--- config.mk ---
export PLATFORM = sky130hd
export DESIGN_NAME = sdram_refresh_planner
export DESIGN_NICKNAME = d
export VERILOG_FILES = /design/src/rtl/rfsh_pkg.sv /design/src/rtl/rfsh_interval_tick.sv /design/src/rtl/rfsh_debt_ctr.sv /design/src/rtl/rfsh_issue_fsm.sv /design/src/rtl/sdram_refresh_planner.sv
export SDC_FILE = /design/constraint.sdc
export NUM_CORES = 1
export LEC_CHECK = 0
export ABC_CLOCK_PERIOD_IN_PS = 2200
export CAP_MARGIN = 20
export CORE_MARGIN = 2
export CORE_UTILIZATION = 55
export CTS_CLUSTER_DIAMETER = 120
export DETAILED_ROUTE_END_ITERATION = 12
export PLACE_DENSITY = 0.75
export SETUP_SLACK_MARGIN = 0.1
export SYNTH_ARGS = -nofsm -noshare
export SYNTH_HDL_FRONTEND = slang
export SYNTH_SLANG_ARGS = --single-unit
--- constraint.sdc ---
create_clock -name clk -period 2.2 [get_ports clk]
set_input_delay 0.44 -clock clk [delete_from_list [all_inputs] [get_ports clk]]
set_output_delay 0.44 -clock clk [all_outputs]
set_load 0.01 [all_outputs]
--- src/rtl/rfsh_pkg.sv ---
package rfsh_pkg;

    // Phase of the issue sequencer.
    typedef enum logic [1:0] {
        PH_IDLE  = 2'd0,
        PH_ISSUE = 2'd1,
        PH_WAIT  = 2'd2
    } rf_phase_e;

    // Request pair presented to the command arbiter.
    typedef struct packed {
        logic normal;
        logic urgent;
    } rf_ask_t;

    // Next debt value: spend first, then add a credit, saturating at cap.
    function automatic int unsigned debt_next(
        input int unsigned cur,
        input logic        credit,
        input logic        spend,
        input int unsigned cap
    );
        int unsigned v;
        v = cur;
        if (spend && v != 0) v = v - 1;
        if (credit && v < cap) v = v + 1;
        return v;
    endfunction

endpackage

--- src/rtl/rfsh_interval_tick.sv ---
module rfsh_interval_tick #(
    parameter int TICK_CYCLES = 1560
) (
    input  logic clk,
    input  logic rst,
    output logic credit
);
    localparam int TW = (TICK_CYCLES > 2) ? $clog2(TICK_CYCLES) : 1;
    localparam logic [TW-1:0] LAST = TW'(TICK_CYCLES - 1);

    logic [TW-1:0] cnt_q;

    assign credit = (cnt_q == LAST);

    always_ff @(posedge clk) begin
        if (rst) begin
            cnt_q <= '0;
        end else if (credit) begin
            cnt_q <= '0;
        end else begin
            cnt_q <= cnt_q + 1'b1;
        end
    end
endmodule

--- src/rtl/rfsh_debt_ctr.sv ---
module rfsh_debt_ctr
    import rfsh_pkg::*;
#(
    parameter int DEBT_MAX = 8,
    parameter int DW       = 4
) (
    input  logic          clk,
    input  logic          rst,
    input  logic          credit,
    input  logic          spend,
    output logic [DW-1:0] debt,
    output logic          owed,
    output logic          full
);
    logic [DW-1:0] debt_q;

    always_ff @(posedge clk) begin
        if (rst) begin
            debt_q <= '0;
        end else begin
            debt_q <= DW'(debt_next(32'(debt_q), credit, spend, DEBT_MAX));
        end
    end

    assign debt = debt_q;
    assign owed = (debt_q != '0);
    assign full = (debt_q == DW'(DEBT_MAX));
endmodule

--- src/rtl/rfsh_issue_fsm.sv ---
module rfsh_issue_fsm
    import rfsh_pkg::*;
#(
    parameter int TRFC_CYCLES = 10,
    parameter int DEBT_MAX    = 8,
    parameter int DW          = 4
) (
    input  logic    clk,
    input  logic    rst,
    input  logic    owed,
    input  logic    full,
    input  logic    arb_busy,
    input  logic    grant,
    output rf_ask_t ask,
    output logic    cmd,
    output logic    active
);
    localparam int WW = $clog2(TRFC_CYCLES + 1);
    localparam logic [WW-1:0] WAIT_LOAD = WW'(TRFC_CYCLES - 1);
    localparam logic [DW-1:0] BURST_CAP = DW'(DEBT_MAX);

    rf_phase_e     ph_q, ph_d;
    logic [WW-1:0] wait_q;
    logic [DW-1:0] burst_q;
    logic          idle, start, more, wait_end;

    assign idle       = (ph_q == PH_IDLE);
    assign ask.urgent = idle && full;
    assign ask.normal = idle && owed && !arb_busy;
    assign start      = (ask.normal || ask.urgent) && grant;
    assign more       = owed && (burst_q < BURST_CAP);
    assign wait_end   = (wait_q == WW'(1));

    always_comb begin
        ph_d = ph_q;
        unique case (ph_q)
            PH_IDLE:  if (start) ph_d = PH_ISSUE;
            PH_ISSUE: ph_d = PH_WAIT;
            PH_WAIT:  if (wait_end) ph_d = more ? PH_ISSUE : PH_IDLE;
            default:  ph_d = PH_IDLE;
        endcase
    end

    always_ff @(posedge clk) begin
        if (rst) begin
            ph_q    <= PH_IDLE;
            wait_q  <= '0;
            burst_q <= '0;
        end else begin
            ph_q <= ph_d;
            if (ph_q == PH_ISSUE) begin
                wait_q <= WAIT_LOAD;
            end else if (ph_q == PH_WAIT && wait_q != '0) begin
                wait_q <= wait_q - 1'b1;
            end
            if (idle) begin
                burst_q <= '0;
            end else if (ph_q == PH_ISSUE) begin
                burst_q <= burst_q + 1'b1;
            end
        end
    end

    assign cmd    = (ph_q == PH_ISSUE);
    assign active = !idle;
endmodule

--- src/rtl/sdram_refresh_planner.sv ---
module sdram_refresh_planner
    import rfsh_pkg::*;
#(
    parameter int TICK_CYCLES = 1560,
    parameter int TRFC_CYCLES = 10,
    parameter int DEBT_MAX    = 8
) (
    input  logic clk,
    input  logic rst,
    input  logic arb_busy,
    input  logic rf_grant,
    output logic rf_req,
    output logic rf_urgent,
    output logic rf_cmd,
    output logic rf_active
);
    localparam int DW = $clog2(DEBT_MAX + 1);

    logic          credit;
    logic [DW-1:0] debt_q;
    logic          owed, full;
    rf_ask_t       ask;

    rfsh_interval_tick #(
        .TICK_CYCLES(TICK_CYCLES)
    ) u_tick (
        .clk   (clk),
        .rst   (rst),
        .credit(credit)
    );

    rfsh_debt_ctr #(
        .DEBT_MAX(DEBT_MAX),
        .DW      (DW)
    ) u_debt (
        .clk   (clk),
        .rst   (rst),
        .credit(credit),
        .spend (rf_cmd),
        .debt  (debt_q),
        .owed  (owed),
        .full  (full)
    );

    rfsh_issue_fsm #(
        .TRFC_CYCLES(TRFC_CYCLES),
        .DEBT_MAX   (DEBT_MAX),
        .DW         (DW)
    ) u_fsm (
        .clk     (clk),
        .rst     (rst),
        .owed    (owed),
        .full    (full),
        .arb_busy(arb_busy),
        .grant   (rf_grant),
        .ask     (ask),
        .cmd     (rf_cmd),
        .active  (rf_active)
    );

    assign rf_req    = ask.normal;
    assign rf_urgent = ask.urgent;
endmodule

==> results.sh <==
export IMPL_maxCapViolCount=0
export IMPL_die_w_um=52.3
export IMPL_track_usage_pct=19.1
export IMPL_n_fill_cell=197
export IMPL_synth_cell_type_count=40
export IMPL_antenna_found_initial=0
export IMPL_crit_fanout=11
export IMPL_wl_per_cell_um=12.2
export IMPL_syn_area_per_cell_um2=8.84
export IMPL_drive_gt1_share_pct=12.9
export IMPL_final_cell_area_um2=1430
export IMPL_synth_edf_count=0
export IMPL_ant_nets=0
export IMPL_period_minus_slack_ps=2020
export IMPL_path_clk_slew_ps=130
export IMPL_rows=17
export IMPL_cts_buffer_depth=2
export IMPL_grt_met3_usage_pct=3.43
export IMPL_seq_area_frac_synth_pct=39.0
export IMPL_clock_skew_ps=4.22
export IMPL_syn_nets=156
export IMPL_ys_flop_type="dfxtp_1"
export IMPL_cts_sink_count=25
export IMPL_use_met1_pct=22.7
export IMPL_synthesis_area_um2=1280
export IMPL_ctsResizeCount=11
export IMPL_layout_cells_non_filler=183
export IMPL_status="finished, final reports clean"
export IMPL_grt_pass1_wl_um=3830
export IMPL_fin_ws_ps=178
export IMPL_coreArea_um2=2210
export IMPL_clkPwrFrac_pct=29.6
export IMPL_p_leak_nw=0.547
export IMPL_dp_cells=179
export IMPL_grt_pass1_vias=894
export IMPL_start_util_pct=58.0
export IMPL_num_io_pins=8
export IMPL_sw_frac_of_total_pct=21.4
export IMPL_worst_ep_required_time_ps=1760
export IMPL_worstSetupStartpointType="flop"
export IMPL_arrival_ps=1580
export IMPL_postCtsSetupBuffers=0
export IMPL_seqPwrFrac_pct=67.0
export IMPL_final_cell_mix="nor2_1 (23), dfxtp_1 (22), nor3_1 (10)"
export IMPL_slew_headroom_pct=73.4
export IMPL_fin_tns_setup_ps=0
export IMPL_worstSetupPathType="flop to primary output"
export IMPL_report_final_slew_viol_count=0
export IMPL_cts_tree="built"
export IMPL_die_h_um=52.3
export IMPL_numCtsBuffers=3
export IMPL_drt_iter0_drc=6
export IMPL_gr_usage_met2_pct=32.7
export IMPL_wl_um=2230
export IMPL_overflow=0
export IMPL_finalCritPeriodShare_pct=91.9
export IMPL_intPower_mw=0.538
export IMPL_ys_async_sr_fraction_pct=0
export IMPL_synthCells=145
export IMPL_finalSetupViolCount=0
export IMPL_final_nets=167
export IMPL_cts_root_buf="clkbuf_4"
export IMPL_grt_max_degree=14
export IMPL_cts_hold_fix_buffers=0
export IMPL_hold_path_class="flop to flop"
export IMPL_regArea_um2=507
export IMPL_portBuffers=7
export IMPL_finalPower_mw=0.685
export IMPL_clk_latency_ps=310
export IMPL_drtPass1Iterations=4
export IMPL_vias=1004
export IMPL_gp_routability_congestion=0.770
export IMPL_layout_commonest_cell="nor2_1"
export IMPL_rsz0062_at_grt="no"
export IMPL_synth_warnings=0
export IMPL_h_tree_depth=1
export IMPL_dieArea_um2=2730
export IMPL_dp_hpwl_um=1660
export IMPL_crit_path_end_kind="primary output"
export IMPL_busiest_layer="met2"
export IMPL_ys_seq_elements=25
export IMPL_drc_errors=0
export IMPL_irDropWorstVdd_uv=455
export IMPL_num_antenna_cells=0
export IMPL_viasPerCell=5.49
export IMPL_tightest_slew_ps=399
export IMPL_dpl_cell_area_um2=1380
export IMPL_p_per_area_nw_per_um2=479
export IMPL_syn2layout_area_growth_pct=11.5
export IMPL_netSwitchingPower_mw=0.147
export IMPL_final_hold_viol_count=0
export IMPL_multi_input_area_um2=746
export IMPL_power_frac_comb_pct=3.3
export IMPL_place_ws_ps=110
export IMPL_fmax_ghz=0.494
[worst paths after layout]
kind | depth (start not counted) | end | slack, ps | startpoint
max reg2reg | 6 | u_debt.debt[1]$_SDFF_PP0_ | 400 | u_tick.cnt_q[0]$_SDFF_PP0_
min | 1 | u_tick.cnt_q[0]$_SDFF_PP0_ | 460 | u_tick.cnt_q[0]$_SDFF_PP0_
min reg2reg | 1 | u_tick.cnt_q[0]$_SDFF_PP0_ | 460 | u_tick.cnt_q[0]$_SDFF_PP0_
max | 3 | rf_cmd | 180 | u_fsm.ph_q[1]$_SDFFE_PP0P_
[synth_stat cells, types with 2 or more instances]
library cell | count | share of area (%)
dfxtp_1 | 25 | 39
nor2_1 | 24 | 7.0
nor3_1 | 10 | 3.9
xor2_1 | 9 | 6.1
inv_1 | 8 | 2.3
ha_1 | 7 | 6.8
nand2_1 | 7 | 2.0
a21oi_1 | 6 | 2.3
nand3_1 | 5 | 2.0
xnor2_1 | 4 | 2.7
a22oi_1 | 3 | 1.8
and3_1 | 3 | 1.5
a31oi_1 | 2 | 0.98
buf_6 | 2 | 1.8
mux2i_1 | 2 | 1.6
nor3b_1 | 2 | 1.2
o21ai_0 | 2 | 0.78
or3_1 | 2 | 0.98
[through the flow]
step | util, % | hold WS, ps
after floorplan | - | 413
after global placement | 62.2 | 427
after detailed placement | 62.2 | 445
after CTS | 64.4 | 463
after global routing | 64.6 | 489
final | 64.6 | 457
[worst max-delay path: stages (launching register included)]
cell,delay (ps)
dfxtp_4,410
nand2b_4,190
inv_2,120
clkdlybuf4s50_1,550
[layout make-up]
| cell class | instances | area share (%) |
|---|---|---|
| flip-flops and latches | 25 | 35.4 |
| multi-input cells | 109 | 52.1 |
| clock buffers | 4 | 1.84 |
| inverters | 8 | 2.10 |
| well taps | 28 | 2.45 |
| repair buffers | 9 | 6.04 |
[layer usage]
layer	part of all wire, %	vias up
met1	47	475
met2	50	8
met4	0.72	0
li1	-	519
met5	0	-
met3	2.0	2
[state kept, by name (all words and copies together), names as in the netlist]
name / count
u_tick.cnt_q: 11
u_debt.debt: 4
u_fsm.burst_q: 4
u_fsm.wait_q: 4
u_fsm.ph_q: 2
[power groups by stage]
stage / Combinational, mW / Sequential [mW] / Clock, mW
global placement: 0.0226 / 0.470 / 0
global route: 0.0265 / 0.460 / 0.233
CTS: 0.0231 / 0.460 / 0.205
finish: 0.0228 / 0.459 / 0.203
floorplan: 0.0143 / 0.470 / 0
detailed placement: 0.0229 / 0.470 / 0
[kinds of logic (layout without fill, tap and decap cells)]
logic type,after synthesis,after routing,synth area share (%)
AND/OR/NAND/NOR,68,68,28.0
AO/OA/AOI/OAI,18,18,10.4
adder cells (fa/ha/maj),7,7,6.83
multiplexers,3,3,2.44
buffers and inverters,11,21,4.39
XOR/XNOR,13,13,8.88
flip-flops,25,25,39.0
No activity file was read; power rests on OpenSTA's default activity.
